===== src/rtl/tt_pkg.sv =====
package tt_pkg;
  localparam int TT_DATA_W = 32;

  typedef enum logic [1:0] {
    REG_CTRL  = 2'd0,
    REG_LOAD  = 2'd1,
    REG_VAL   = 2'd2,
    REG_CALIB = 2'd3
  } tt_reg_e;

  localparam int CTRL_RUN_BIT  = 0;
  localparam int CTRL_IE_BIT   = 1;
  localparam int CTRL_SRC_BIT  = 2;
  localparam int CTRL_FLAG_BIT = 16;

  typedef struct packed {
    logic use_core;
    logic irq_en;
    logic run;
  } tt_ctrl_t;

  localparam tt_ctrl_t CTRL_RESET = '{use_core: 1'b1, irq_en: 1'b0, run: 1'b0};

  function automatic logic [TT_DATA_W-1:0] pack_status(tt_ctrl_t c, logic flag);
    logic [TT_DATA_W-1:0] w;
    w = '0;
    w[CTRL_RUN_BIT]  = c.run;
    w[CTRL_IE_BIT]   = c.irq_en;
    w[CTRL_SRC_BIT]  = c.use_core;
    w[CTRL_FLAG_BIT] = flag;
    return w;
  endfunction

  function automatic tt_ctrl_t unpack_ctrl(logic [TT_DATA_W-1:0] w);
    tt_ctrl_t c;
    c.run      = w[CTRL_RUN_BIT];
    c.irq_en   = w[CTRL_IE_BIT];
    c.use_core = w[CTRL_SRC_BIT];
    return c;
  endfunction
endpackage


===== src/rtl/tt_tick_src.sv =====
module tt_tick_src #(
  parameter int SYNC_STAGES = 2
) (
  input  logic clk,
  input  logic rst_n,
  input  logic ext_tick,
  input  logic use_core,
  output logic tick
);
  localparam int LAST = SYNC_STAGES - 1;

  logic [SYNC_STAGES-1:0] sync_q;
  logic                   last_q;
  logic                   ext_rise;

  always_ff @(posedge clk or negedge rst_n) begin
    if (!rst_n) begin
      sync_q <= '0;
      last_q <= 1'b0;
    end else begin
      for (int i = 0; i < SYNC_STAGES; i++) begin
        if (i == 0) sync_q[i] <= ext_tick;
        else        sync_q[i] <= sync_q[i-1];
      end
      last_q <= sync_q[LAST];
    end
  end

  assign ext_rise = sync_q[LAST] & ~last_q;
  assign tick     = use_core | ext_rise;


  ext_rise_single_chk: assert property (@(posedge clk) disable iff (!rst_n)
    ext_rise |=> !ext_rise);
endmodule


===== src/rtl/tt_down_counter.sv =====
module tt_down_counter #(
  parameter int CNT_W = 24
) (
  input  logic             clk,
  input  logic             rst_n,
  input  logic             run,
  input  logic             tick,
  input  logic             halt,
  input  logic             start,
  input  logic             clear,
  input  logic [CNT_W-1:0] reload,
  output logic [CNT_W-1:0] cnt_q,
  output logic             adv,
  output logic             zero_evt
);
  localparam logic [CNT_W-1:0] ONE = CNT_W'(1);

  function automatic logic [CNT_W-1:0] step_count(logic [CNT_W-1:0] c, logic [CNT_W-1:0] r);
    return (c == '0) ? r : c - ONE;
  endfunction

  logic [CNT_W-1:0] cnt_d;

  assign adv      = run & tick & ~halt;
  assign zero_evt = adv & ~clear & (cnt_q == ONE);

  always_comb begin
    cnt_d = cnt_q;
    if (start)      cnt_d = reload;
    else if (clear) cnt_d = '0;
    else if (adv)   cnt_d = step_count(cnt_q, reload);
  end

  always_ff @(posedge clk or negedge rst_n) begin
    if (!rst_n) cnt_q <= '0;
    else        cnt_q <= cnt_d;
  end


  start_load_chk: assert property (@(posedge clk) disable iff (!rst_n)
    start |=> cnt_q == $past(reload));

  dec_by_one_chk: assert property (@(posedge clk) disable iff (!rst_n)
    (adv && !start && !clear && cnt_q != '0) |=> cnt_q == $past(cnt_q) - ONE);

  halt_freeze_chk: assert property (@(posedge clk) disable iff (!rst_n)
    (halt && !start && !clear) |=> $stable(cnt_q));

  zero_reload_rest_chk: assert property (@(posedge clk) disable iff (!rst_n)
    (cnt_q == '0 && reload == '0 && !start) |=> cnt_q == '0);
endmodule


===== src/rtl/tt_regs.sv =====
module tt_regs
  import tt_pkg::*;
#(
  parameter int                 CNT_W       = 24,
  parameter int                 ADDR_W      = 4,
  parameter logic [TT_DATA_W-1:0] CALIB_VALUE = 32'h000F_423F
) (
  input  logic                 clk,
  input  logic                 rst_n,
  input  logic                 bus_sel,
  input  logic                 bus_wr,
  input  logic [ADDR_W-1:0]    bus_addr,
  input  logic [TT_DATA_W-1:0] bus_wdata,
  output logic [TT_DATA_W-1:0] bus_rdata,
  input  logic [CNT_W-1:0]     cnt_q,
  input  logic                 zero_evt,
  output tt_ctrl_t             ctrl_q,
  output logic [CNT_W-1:0]     reload_q,
  output logic                 start,
  output logic                 clear,
  output logic                 flag_q,
  output logic                 irq_q
);
  localparam int PAD_W = TT_DATA_W - CNT_W;

  tt_reg_e idx;
  logic    rd, wr, wr_ctrl, rd_ctrl, wr_load;

  assign idx     = tt_reg_e'(bus_addr[3:2]);
  assign rd      = bus_sel & ~bus_wr;
  assign wr      = bus_sel & bus_wr;
  assign wr_ctrl = wr & (idx == REG_CTRL);
  assign rd_ctrl = rd & (idx == REG_CTRL);
  assign wr_load = wr & (idx == REG_LOAD);
  assign clear   = wr & (idx == REG_VAL);
  assign start   = wr_ctrl & bus_wdata[CTRL_RUN_BIT] & ~ctrl_q.run;

  always_ff @(posedge clk or negedge rst_n) begin
    if (!rst_n) begin
      ctrl_q   <= CTRL_RESET;
      reload_q <= '0;
      flag_q   <= 1'b0;
      irq_q    <= 1'b0;
    end else begin
      if (wr_ctrl) ctrl_q <= unpack_ctrl(bus_wdata);
      if (wr_load) reload_q <= bus_wdata[CNT_W-1:0];
      if (zero_evt)              flag_q <= 1'b1;
      else if (rd_ctrl || clear) flag_q <= 1'b0;
      irq_q <= zero_evt & ctrl_q.irq_en;
    end
  end

  always_comb begin
    bus_rdata = '0;
    if (rd) begin
      unique case (idx)
        REG_CTRL:  bus_rdata = pack_status(ctrl_q, flag_q);
        REG_LOAD:  bus_rdata = {{PAD_W{1'b0}}, reload_q};
        REG_VAL:   bus_rdata = {{PAD_W{1'b0}}, cnt_q};
        REG_CALIB: bus_rdata = CALIB_VALUE;
        default:   bus_rdata = '0;
      endcase
    end
  end


  flag_set_chk: assert property (@(posedge clk) disable iff (!rst_n)
    zero_evt |=> flag_q);

  irq_with_flag_chk: assert property (@(posedge clk) disable iff (!rst_n)
    irq_q |-> flag_q);

  irq_pulse_chk: assert property (@(posedge clk) disable iff (!rst_n)
    irq_q |=> !irq_q);

  clear_flag_chk: assert property (@(posedge clk) disable iff (!rst_n)
    clear |=> !flag_q);
endmodule


===== src/rtl/tick_timer.sv =====
module tick_timer
  import tt_pkg::*;
#(
  parameter int                   CNT_W       = 24,
  parameter int                   ADDR_W      = 4,
  parameter int                   SYNC_STAGES = 2,
  parameter logic [TT_DATA_W-1:0] CALIB_VALUE = 32'h000F_423F
) (
  input  logic                 clk,
  input  logic                 rst_n,
  input  logic                 bus_sel,
  input  logic                 bus_wr,
  input  logic [ADDR_W-1:0]    bus_addr,
  input  logic [TT_DATA_W-1:0] bus_wdata,
  output logic [TT_DATA_W-1:0] bus_rdata,
  input  logic                 ext_tick,
  input  logic                 dbg_halt,
  output logic                 irq
);
  tt_ctrl_t         ctrl_q;
  logic [CNT_W-1:0] reload_q;
  logic [CNT_W-1:0] cnt_q;
  logic             tick, adv, zero_evt, start, clear, flag_q, irq_q;

  tt_tick_src #(.SYNC_STAGES(SYNC_STAGES)) u_src (
    .clk      (clk),
    .rst_n    (rst_n),
    .ext_tick (ext_tick),
    .use_core (ctrl_q.use_core),
    .tick     (tick)
  );

  tt_down_counter #(.CNT_W(CNT_W)) u_cnt (
    .clk      (clk),
    .rst_n    (rst_n),
    .run      (ctrl_q.run),
    .tick     (tick),
    .halt     (dbg_halt),
    .start    (start),
    .clear    (clear),
    .reload   (reload_q),
    .cnt_q    (cnt_q),
    .adv      (adv),
    .zero_evt (zero_evt)
  );

  tt_regs #(.CNT_W(CNT_W), .ADDR_W(ADDR_W), .CALIB_VALUE(CALIB_VALUE)) u_regs (
    .clk       (clk),
    .rst_n     (rst_n),
    .bus_sel   (bus_sel),
    .bus_wr    (bus_wr),
    .bus_addr  (bus_addr),
    .bus_wdata (bus_wdata),
    .bus_rdata (bus_rdata),
    .cnt_q     (cnt_q),
    .zero_evt  (zero_evt),
    .ctrl_q    (ctrl_q),
    .reload_q  (reload_q),
    .start     (start),
    .clear     (clear),
    .flag_q    (flag_q),
    .irq_q     (irq_q)
  );

  assign irq = irq_q;


  irq_needs_enable_chk: assert property (@(posedge clk) disable iff (!rst_n)
    (zero_evt && !ctrl_q.irq_en) |=> !irq);

  halt_no_zero_chk: assert property (@(posedge clk) disable iff (!rst_n)
    dbg_halt |-> !adv);
endmodule


===== config.mk =====
export PLATFORM = sky130hd
export DESIGN_NAME = tick_timer
export DESIGN_NICKNAME = d
export VERILOG_FILES = /design/src/rtl/tt_pkg.sv /design/src/rtl/tt_tick_src.sv /design/src/rtl/tt_down_counter.sv /design/src/rtl/tt_regs.sv /design/src/rtl/tick_timer.sv
export SDC_FILE = /design/constraint.sdc
export NUM_CORES = 1
export LEC_CHECK = 0
export BUFFER_PORTS_ARGS = -buffer_cell sky130_fd_sc_hd__buf_4
export CAP_MARGIN = 15
export CORE_ASPECT_RATIO = 0.75
export CORE_UTILIZATION = 35
export CTS_CLUSTER_DIAMETER = 200
export DETAILED_ROUTE_END_ITERATION = 8
export HOLD_SLACK_MARGIN = 0.15
export MAX_ROUTING_LAYER = met4
export PLACE_DENSITY = 0.54
export SLEW_MARGIN = 20
export SYNTH_ARGS = -nofsm -noshare
export SYNTH_HDL_FRONTEND = slang
export SYNTH_SLANG_ARGS = --single-unit
export TNS_END_PERCENT = 10

===== constraint.sdc =====
create_clock -name clk -period 3.1 [get_ports clk]
set_clock_uncertainty 0.1 [all_clocks]
set_input_delay 0.155 -clock clk [delete_from_list [all_inputs] [get_ports clk]]
set_output_delay 0.155 -clock clk [all_outputs]
set_load 0.01 [all_outputs]

# Word-level counts from Yosys, hierarchy flattened
# Index checks and enable logic that the tools add are counted.
# W data, S select, Z words.
[totals] in_bits=42 wordCells=47 latchBits=0 mem_bits_rw=0 regBits=56 mem_count=0 rom_bits=0 output_inout_bits=33
[op_classes] mul=0 muxes=8 n_eq_ne=4 div_mod_pow=0 n_lt_le_gt_ge=0 bitwise=20 shifts=0 n_addsub=1 n_reduce_logical=5
[ops] cell="$pmux W32 S4" n=1
[ops] cell="$mux W24" n=4
[ops] cell="$mux W32" n=1
[ops] cell="$eq A24 B1 Y1 const B" n=1
[ops] cell="$logic_not A24 Y1" n=1
[ops] cell="$sub A24 B1 Y24 const B" n=1
[ops] cell="$and A1 B1 Y1" n=14
[ops] cell="$not A1 Y1" n=5
[ops] cell="$eq A2 B2 Y1 const B" n=2
[ops] cell="$reduce_bool A3 Y1" n=1
[ops] cell="$eq A2 B1 Y1 const B" n=1
[ops] cell="$logic_not A2 Y1" n=1
[ops] cell="$mux W1" n=2
[ops] cell="$reduce_bool A2 Y1" n=1
[ops] cell="$logic_or A1 B1 Y1" n=1
[ops] cell="$or A1 B1 Y1" n=1

# Longest topological paths before layout
# Gate-level depths: netlist (run 1).
[depth] ltp_word=8 depth_mapped=9 mapped_depth_nobuf=8

# Hierarchy
# From an unflattened synthesis (run 1), not the netlist that was laid out.
[hier_totals] cells_unflattened=360 hier_area_um2=3519.6
[by_module_without_submodules] mod="tt_regs" seq_area_each_um2=726.9 n_inst=1 cells_per_inst=158 area_each_um2=1788.0
[by_module_without_submodules] mod="tt_down_counter" seq_area_each_um2=600.6 n_inst=1 cells_per_inst=197 area_each_um2=1645.3
[by_module_without_submodules] mod="tt_tick_src" seq_area_each_um2=75.1 n_inst=1 cells_per_inst=5 area_each_um2=86.3

# Least setup slack after synthesis (run 1)
# OpenSTA, ideal clock, no wires.
[synth_timing] path_type="flip-flop to flip-flop" startpoint="reg u_cnt.cnt_q[19]" endpoint="reg u_cnt.cnt_q[12]" setup_ps=132 stages_incl_launch_ff=9 n_path_buf=2 arrival_time_ps=2288 setup_slack_ps=580 path_cell_list="dfrtp_1 or4_4 or4_4 o31ai_2 buf_4 buf_6 nor2_1 o21ai_0 o211ai_1"
[synth_via] elab_chain_cells=5
[synth_rtl] item="from (decl)" line="tt_down_counter.sv:12" rtl="output logic [CNT_W-1:0] cnt_q,"
[synth_rtl] item="from (signal assigned)" line="tt_down_counter.sv:36" rtl="else cnt_q <= cnt_d;"
[synth_rtl] item="$logic_not A24 Y1" line="tt_down_counter.sv:19" rtl="return (c == '0) ? r : c - ONE;"
[synth_rtl] item="$mux W24" line="tt_down_counter.sv:19"
[synth_rtl] item="$mux W24" line="tt_down_counter.sv:31" rtl="else if (adv) cnt_d = step_count(cnt_q, reload);"
[synth_rtl] item="$mux W24" line="tt_down_counter.sv:30" rtl="else if (clear) cnt_d = '0;"
[synth_rtl] item="$mux W24" line="tt_down_counter.sv:29" rtl="if (start) cnt_d = reload;"
# Every way passes these cells. The select of a mux whose other input is x is not followed.
# A chain may end at the register's enable or synchronous reset.

# Final worst setup path (run 1)
[layout_timing] startpoint="reg u_cnt.cnt_q[19]" endpoint="reg u_cnt.cnt_q[22]"
[layout_via] elab_chain_cells=5 word_cells_on_any_way=6 cone_classes="add/sub: 1; mux: 4; reduce/logical: 1"
[layout_rtl] item="$sub A24 B1 Y24 / $logic_not A24 Y1 (equally long branches)" line="tt_down_counter.sv:19"
[layout_rtl] item="$mux W24 (*)" line="tt_down_counter.sv:19"
[layout_rtl] item="$mux W24 (*)" line="tt_down_counter.sv:31"
[layout_rtl] item="$mux W24 (*)" line="tt_down_counter.sv:30"
[layout_rtl] item="$mux W24 (*)" line="tt_down_counter.sv:29"
# Every way passes the cells marked *; elsewhere a longest branch is shown, timed or not. The select of a mux whose other input is x is not followed.

==> impl_metrics.tcl, run 1 <==
set metrics [dict create \
    fp.dieH_um 85.4 \
    avgSynthCellArea_sq_um 9.09 \
    clock.fmax_mhz 362 \
    first_global_vias 2746 \
    finalMaxSlewViolations 0 \
    worst-setup-path-type "flop to flop" \
    final_cell_mix "buf_4 (68), dfrtp_1 (55), nor2_1 (35)" \
    gp_congestion 0.859 \
    htree_levels 2 \
    drt_iter0_markers 141 \
    fin_crit_sh_pct 89.0 \
    postRouteAntennaNets 0 \
    cp.arrival_ps 2860 \
    cp.required_ps 3200 \
    port_buffers 56 \
    dieArea_sq_um 9660 \
    worst_setup_path_start_kind "flop" \
    p_per_area_nw_per_um2 757 \
    place_ws_ps 353 \
    viasPerCell 5.48 \
    setup_viol 0 \
    fill_cells 895 \
    finalHoldViolations 0 \
    clock_path_buffers 2 \
    grt_pass1_wl_mm 14.5 \
    area_growth_pct 28.7 \
    cts_made_buffers 5 \
    cts_tree "done" \
    cts-root-buf "clkbuf_16" \
    path_clk_slew_ps 70 \
    core_sq_um 9010 \
    timing.final.ws_setup_ps 340 \
    post_cts_buffers 0 \
    syn_area_sq_um 3240 \
    wl_per_cell_um 16.3 \
    cts_num_sinks 56 \
    pin_count 75 \
    die_w_um 113 \
    antenna_found_initial 0 \
    grt_max_degree 57 \
    final_common_cell "buf_4" \
    cap_violations 0 \
    synth_cells 357 \
    hpwl_mm 6.04 \
    ys_async_sr_fraction_pct 100 \
    tightestPinTransition_ps 1010 \
    drive_gt1_share_pct 25.3 \
    status "complete, no violations" \
    multi_input_area_sq_um 1700 \
    relSlewSlack_pct 32.5 \
    fin_crit_ps 2760 \
    fp-row-count 30 \
    endpoint_kind "flop" \
    rsz0062_at_grt "no" \
    drt-pass1-iter-count 4 \
    tns_ps 0 \
    ys.flop_type "dfrtp_1" \
    fin_nets 479 \
    drc 0 \
    ir_worst_vdd_v 0.000260 \
    crit_fanout 8 \
    grt.total_usage_pct 19.8 \
    hp-class "input pin to flop" \
    register_area_sq_um 1400 \
    n_antenna_cell 0 \
    start_util_pct 36.0 \
    ys_types 51 \
    wirelength_mm 8.90 \
    synth_edf_count 0 \
    vias 2991 \
    yosysWarnings 0 \
    p_leak_nw 1.82 \
    grt.overflow.total 0 \
    ys_seq_elements 56 \
    ys_seq_area_share_pct 43.2 \
    p_total_mw 3.16 \
    clkLatencyLatePin_ps 300 \
]
[registers in the layout (all words and copies together) (netlist names)]
| name | cells |
|---|---|
| u_regs.ctrl_q | 3 |
| u_src.sync_q | 2 |
| u_regs.flag_q | 1 |
| u_regs.reload_q | 24 |
| u_cnt.cnt_q | 24 |
| u_regs.irq_q | 1 |
| u_src.last_q | 1 |
[cell families (layout without fill, tap and decap cells)]
family	Yosys count	in the layout	share of synthesized area (%)
buf+inv	37	107	5.67
fa+ha+maj	3	3	1.16
xor+xnor	2	2	0.540
flops	56	56	43.2
other cells	1	8	0.116
compound gates	105	105	20.2
mux	28	28	9.64
simple gates	125	125	19.5
[synthesized netlist by cell type, drive strengths merged (4+ instances only)]
cell type,count,share of area [%]
a21oi,25,4.2
a22oi,12,2.8
buf,14,3.0
clkbuf,18,2.1
dfrtp,55,42
inv,5,0.58
mux2,26,9.0
nand2,27,3.1
nand2b,6,1.2
nand3,6,0.93
nor2,35,4.0
nor2b,8,1.5
nor3,13,2.0
nor4,7,1.3
o21ai,41,6.3
o22ai,5,0.96
o311ai,6,1.6
o31ai,4,1.1
or3,6,1.2
or4,5,1.4
[final timing paths]
path / start / to / slack (ps) / depth (start not counted)
hold / removal: bus_wr / u_regs.flag_q$_DFFE_PN0P_ / 180 / 4
setup / recovery: u_cnt.cnt_q[19]$_DFFE_PN0P_ / u_cnt.cnt_q[22]$_DFFE_PN0P_ / 340 / 6
setup reg to reg: u_cnt.cnt_q[19]$_DFFE_PN0P_ / u_cnt.cnt_q[22]$_DFFE_PN0P_ / 340 / 6
max in group asynchronous: rst_n / u_cnt.cnt_q[19]$_DFFE_PN0P_ / 2050 / 2
min in group asynchronous: rst_n / u_regs.reload_q[4]$_DFFE_PN0P_ / 370 / 2
hold reg to reg: u_src.sync_q[0]$_DFF_PN0_ / u_src.sync_q[1]$_DFF_PN0_ / 250 / 0
[stage by stage]
stage	cell area [sq um]	util [%]	instances	hold slack (ps)
2_1_floorplan	3270	-	364	-241
3_3_place_gp	3770	41.8	512	164
3_5_place_dp	3770	41.8	512	167
4_1_cts	4170	46.3	546	166
5_1_grt	4170	46.3	546	209
6_report	4170	46.3	546	177
[critical path, cell delays in order (launching register included)]
cell      delay, ps
dfrtp_1         410
or4_4           580
or4_4           490
or4b_4          580
a21oi_4         310
nand2_1         110
o311ai_1         80
[power by group]
group / internal [mW] / switching [mW] / leakage [nW] / total [mW]
clock: 0.295 / 0.261 / 0.0667 / 0.556
sequential: 0.939 / 0.247 / 0.709 / 1.19
combinational: 0.614 / 0.805 / 1.05 / 1.42
total: 1.85 / 1.31 / 1.82 / 3.16
[per-layer routing]
layer,vias up,global-route usage (%),wire [um]
met5,-,-,0
met4,0,3.23,46
met1,1447,29.3,4420
li1,1435,-,-
met2,104,28.7,3870
met3,5,3.29,570
[timing repair]
| item | 4_1_cts | 5_1_grt |
|---|---|---|
| gates resized for setup | 0 | 0 |
| hold buffers | 27 | 0 |
| hold endpoints to repair | 84 | 0 |
[layout make-up]
cell class              instances  share of cell area [%]
multi-input cells             271                    40.7
flip-flops and latches         56                    33.6
well taps                     112                    3.36
repair buffers                 95                    18.7
inverters                       5                   0.450
clock inverters                 1                   0.120
clock buffers                   6                    3.09
(Power assumes the default switching activity.)
==> inputs of run 2 (changes only) <==
--- a/config.mk
+++ b/config.mk
@@ -13,9 +13,10 @@
 export DETAILED_ROUTE_END_ITERATION = 8
 export HOLD_SLACK_MARGIN = 0.15
 export MAX_ROUTING_LAYER = met4
-export PLACE_DENSITY = 0.54
+export PLACE_DENSITY = 0.53
 export SLEW_MARGIN = 20
 export SYNTH_ARGS = -nofsm -noshare
 export SYNTH_HDL_FRONTEND = slang
+export SYNTH_HIERARCHICAL = 1
 export SYNTH_SLANG_ARGS = --single-unit
 export TNS_END_PERCENT = 10
==> impl_metrics.tcl, run 2 <==
set metrics [dict create \
    gp_congestion 0.848 \
    yosysWarnings 6 \
    die_w_um 118 \
    critical-path-slowest-cell "or4_4" \
    vias 3093 \
    holdWs_ps 168 \
    worst_setup_path_start_kind "flop" \
    port_buffers 56 \
    fp-row-count 31 \
    timing.final.ws_setup_ps 289 \
    tns_ps 0 \
    crit_path_end "u_cnt/cnt_q[22]$_DFFE_PN0P_" \
    stdcell_area_sq_um 4490 \
    drc 0 \
    path_clk_slew_ps 80 \
    p_leak_nw 1.97 \
    htree_levels 2 \
    wirelength_mm 9.64 \
    cap_violations 0 \
    r2r_slack_ps 290 \
    ys_types 57 \
    crit_path_start "u_cnt/cnt_q[13]$_DFFE_PN0P_" \
    clkLatencyLatePin_ps 300 \
    syn_area_sq_um 3520 \
    synth_edf_count 0 \
    ir_worst_vdd_v 0.000239 \
    fp.dieH_um 88.8 \
    crit_fanout 11 \
    hpwl_mm 6.62 \
    place_ws_ps 332 \
    yosys.area.top_type "dfrtp_1" \
    critPathMostFrequentCell "or4_4" \
    avgSynthCellArea_sq_um 9.78 \
    core_sq_um 9700 \
    cp.required_ps 3180 \
    start_util_pct 36.3 \
    cp.arrival_ps 2890 \
    ys_async_sr_fraction_pct 100 \
    finalNonFillerCells 576 \
    top_regs "u_cnt/cnt_q x24, u_regs/reload_q x24, u_regs/ctrl_q x3" \
    synth_top_area_share_pct 39.1 \
    tightestPinTransition_ps 913 \
    grt_pass1_wl_mm 15.8 \
    grt.total_usage_pct 20.1 \
    hp-class "input pin to flop" \
    cts_num_sinks 56 \
    synth_most_common_cell "dfrtp_1" \
    pin_count 75 \
    min_path_cells 3 \
    viasPerCell 5.37 \
    dieArea_sq_um 10500 \
    relSlewSlack_pct 38.9 \
    final_cell_mix "buf_4 (70), dfrtp_1 (55), nand2_1 (33)" \
    critPathMaxStageDelay_ps 590 \
    cpLargestDelayFamily "simple AND/OR/NAND/NOR gates" \
    finalHoldViolations 0 \
    crit_path_cell_trace "or4_4, or4_4, o21ai_2, buf_4, a21oi_1, o21ai_0, o211ai_1" \
    ff2ff_path_depth 7 \
    fin_crit_sh_pct 90.7 \
    setup_viol 0 \
    drive_gt1_share_pct 27.5 \
    n_antenna_cell 0 \
    postRouteAntennaNets 0 \
    first_global_vias 2935 \
    synth_common_cells "dfrtp_1 (55), nand2_1 (33), a21oi_1 (29)" \
    timing.rr.end "u_cnt/cnt_q[22]$_DFFE_PN0P_" \
    synth_top_cells_by_area "dfrtp_1 (39%), mux2_4 (8.5%), nand3b_1 (5.3%)" \
    cts-root-buf "clkbuf_16" \
    worst-setup-path-type "flop to flop" \
    ys.flop_type "dfrtp_1" \
    clock_path_buffers 2 \
    final_common_cell "buf_4" \
    finalMaxSlewViolations 0 \
    ys_seq_elements 56 \
    crit_buf_inv 1 \
    endpoint_kind "flop" \
    p_total_mw 3.06 \
    fin_nets 488 \
    ys_seq_area_share_pct 39.9 \
    placed_area_sq_um 4060 \
    drt_iter0_markers 230 \
    synth_cells 360 \
    clock.fmax_mhz 356 \
    grt.overflow.total 0 \
    p_per_area_nw_per_um2 681 \
    wl_per_cell_um 16.7 \
    dp.cells 541 \
    grt_max_degree 57 \
    cts_tree "done" \
    cts_made_buffers 5 \
    rsz0062_at_grt "no" \
    drt-pass1-iter-count 4 \
    area_growth_pct 27.7 \
    status "complete, no violations" \
    path_depth 7 \
    antenna_found_initial 0 \
    fill_cells 942 \
    fin_crit_ps 2810 \
    final_util_pct 46.3 \
    rr_startpoint "u_cnt/cnt_q[13]$_DFFE_PN0P_" \
]
## run 2: cell count changes after synthesis, sizes merged, moves of 5 or more
cell / change
mux2: +5
nand3b: +23
o21ai: -14
nand2: +6
a221o: +6
nor2: -14
a22oi: -11
clkbuf: -8
## run 2: power by group
part / total, mW / switching [mW] / internal, mW / leakage (nW)
Combinational: 1.22 / 0.627 / 0.592 / 1.19
Clock: 0.653 / 0.273 / 0.380 / 0.0798
Sequential: 1.19 / 0.257 / 0.932 / 0.703
Total: 3.06 / 1.16 / 1.90 / 1.97
## run 2: worst reg2reg max path, stage by stage (launching register included)
cell and delay, ps:
dfrtp_1 460, or4_4 590, or4_4 530, o21ai_2 460, buf_4 250, a21oi_1 40, o21ai_0 170, o211ai_1 100
## run 2: kinds of logic (layout without fill, tap and decap cells)
| family | after synthesis | count (layout) | synth area share (%) |
|---|---|---|---|
| simple gates | 140 | 140 | 23.2 |
| other cells | 1 | 8 | 0.107 |
| buf+inv | 34 | 111 | 5.79 |
| mux | 35 | 35 | 13.2 |
| xor+xnor | 3 | 3 | 0.747 |
| flops | 56 | 56 | 39.9 |
| fa+ha+maj | 3 | 3 | 1.07 |
| compound gates | 88 | 88 | 16.1 |
## run 2: what timing repair did
item,CTS,global route
setup buffers,0,0
hold buffers,27,0
endpoints found under the hold margin,84,0
resized for setup,0,0
## run 2: worst min path at each step
stage | start | to | slack (ps)
5_1_grt | bus_sel | u_regs/flag_q$_DFFE_PN0P_ | 210
3_3_place_gp | ext_tick | u_src/sync_q[0]$_DFF_PN0_ | 170
3_5_place_dp | ext_tick | u_src/sync_q[0]$_DFF_PN0_ | 170
6_report | bus_sel | u_regs/flag_q$_DFFE_PN0P_ | 170
2_1_floorplan | rst_n | u_cnt/cnt_q[0]$_DFFE_PN0P_ | -240
4_1_cts | bus_sel | u_regs/flag_q$_DFFE_PN0P_ | 160
## run 2: layout make-up
cell class	instances	area, sq um	share of cell area (%)
Tap cell	132	165	3.68
Inverter	6	22.5	0.501
Multi-Input combinational cell	277	1940	43.2
Timing Repair Buffer	97	796	17.7
Clock buffer	5	125	2.78
Clock inverter	3	42.5	0.947
Sequential cell	56	1400	31.2
## run 2: metal layers
layer	part of all wire [%]	vias to the layer above	track usage, %
met5	0	-	-
met4	0.75	0	5.01
met3	4.1	6	3.16
met2	43	70	28.4
met1	53	1517	29.5
li1	-	1500	-
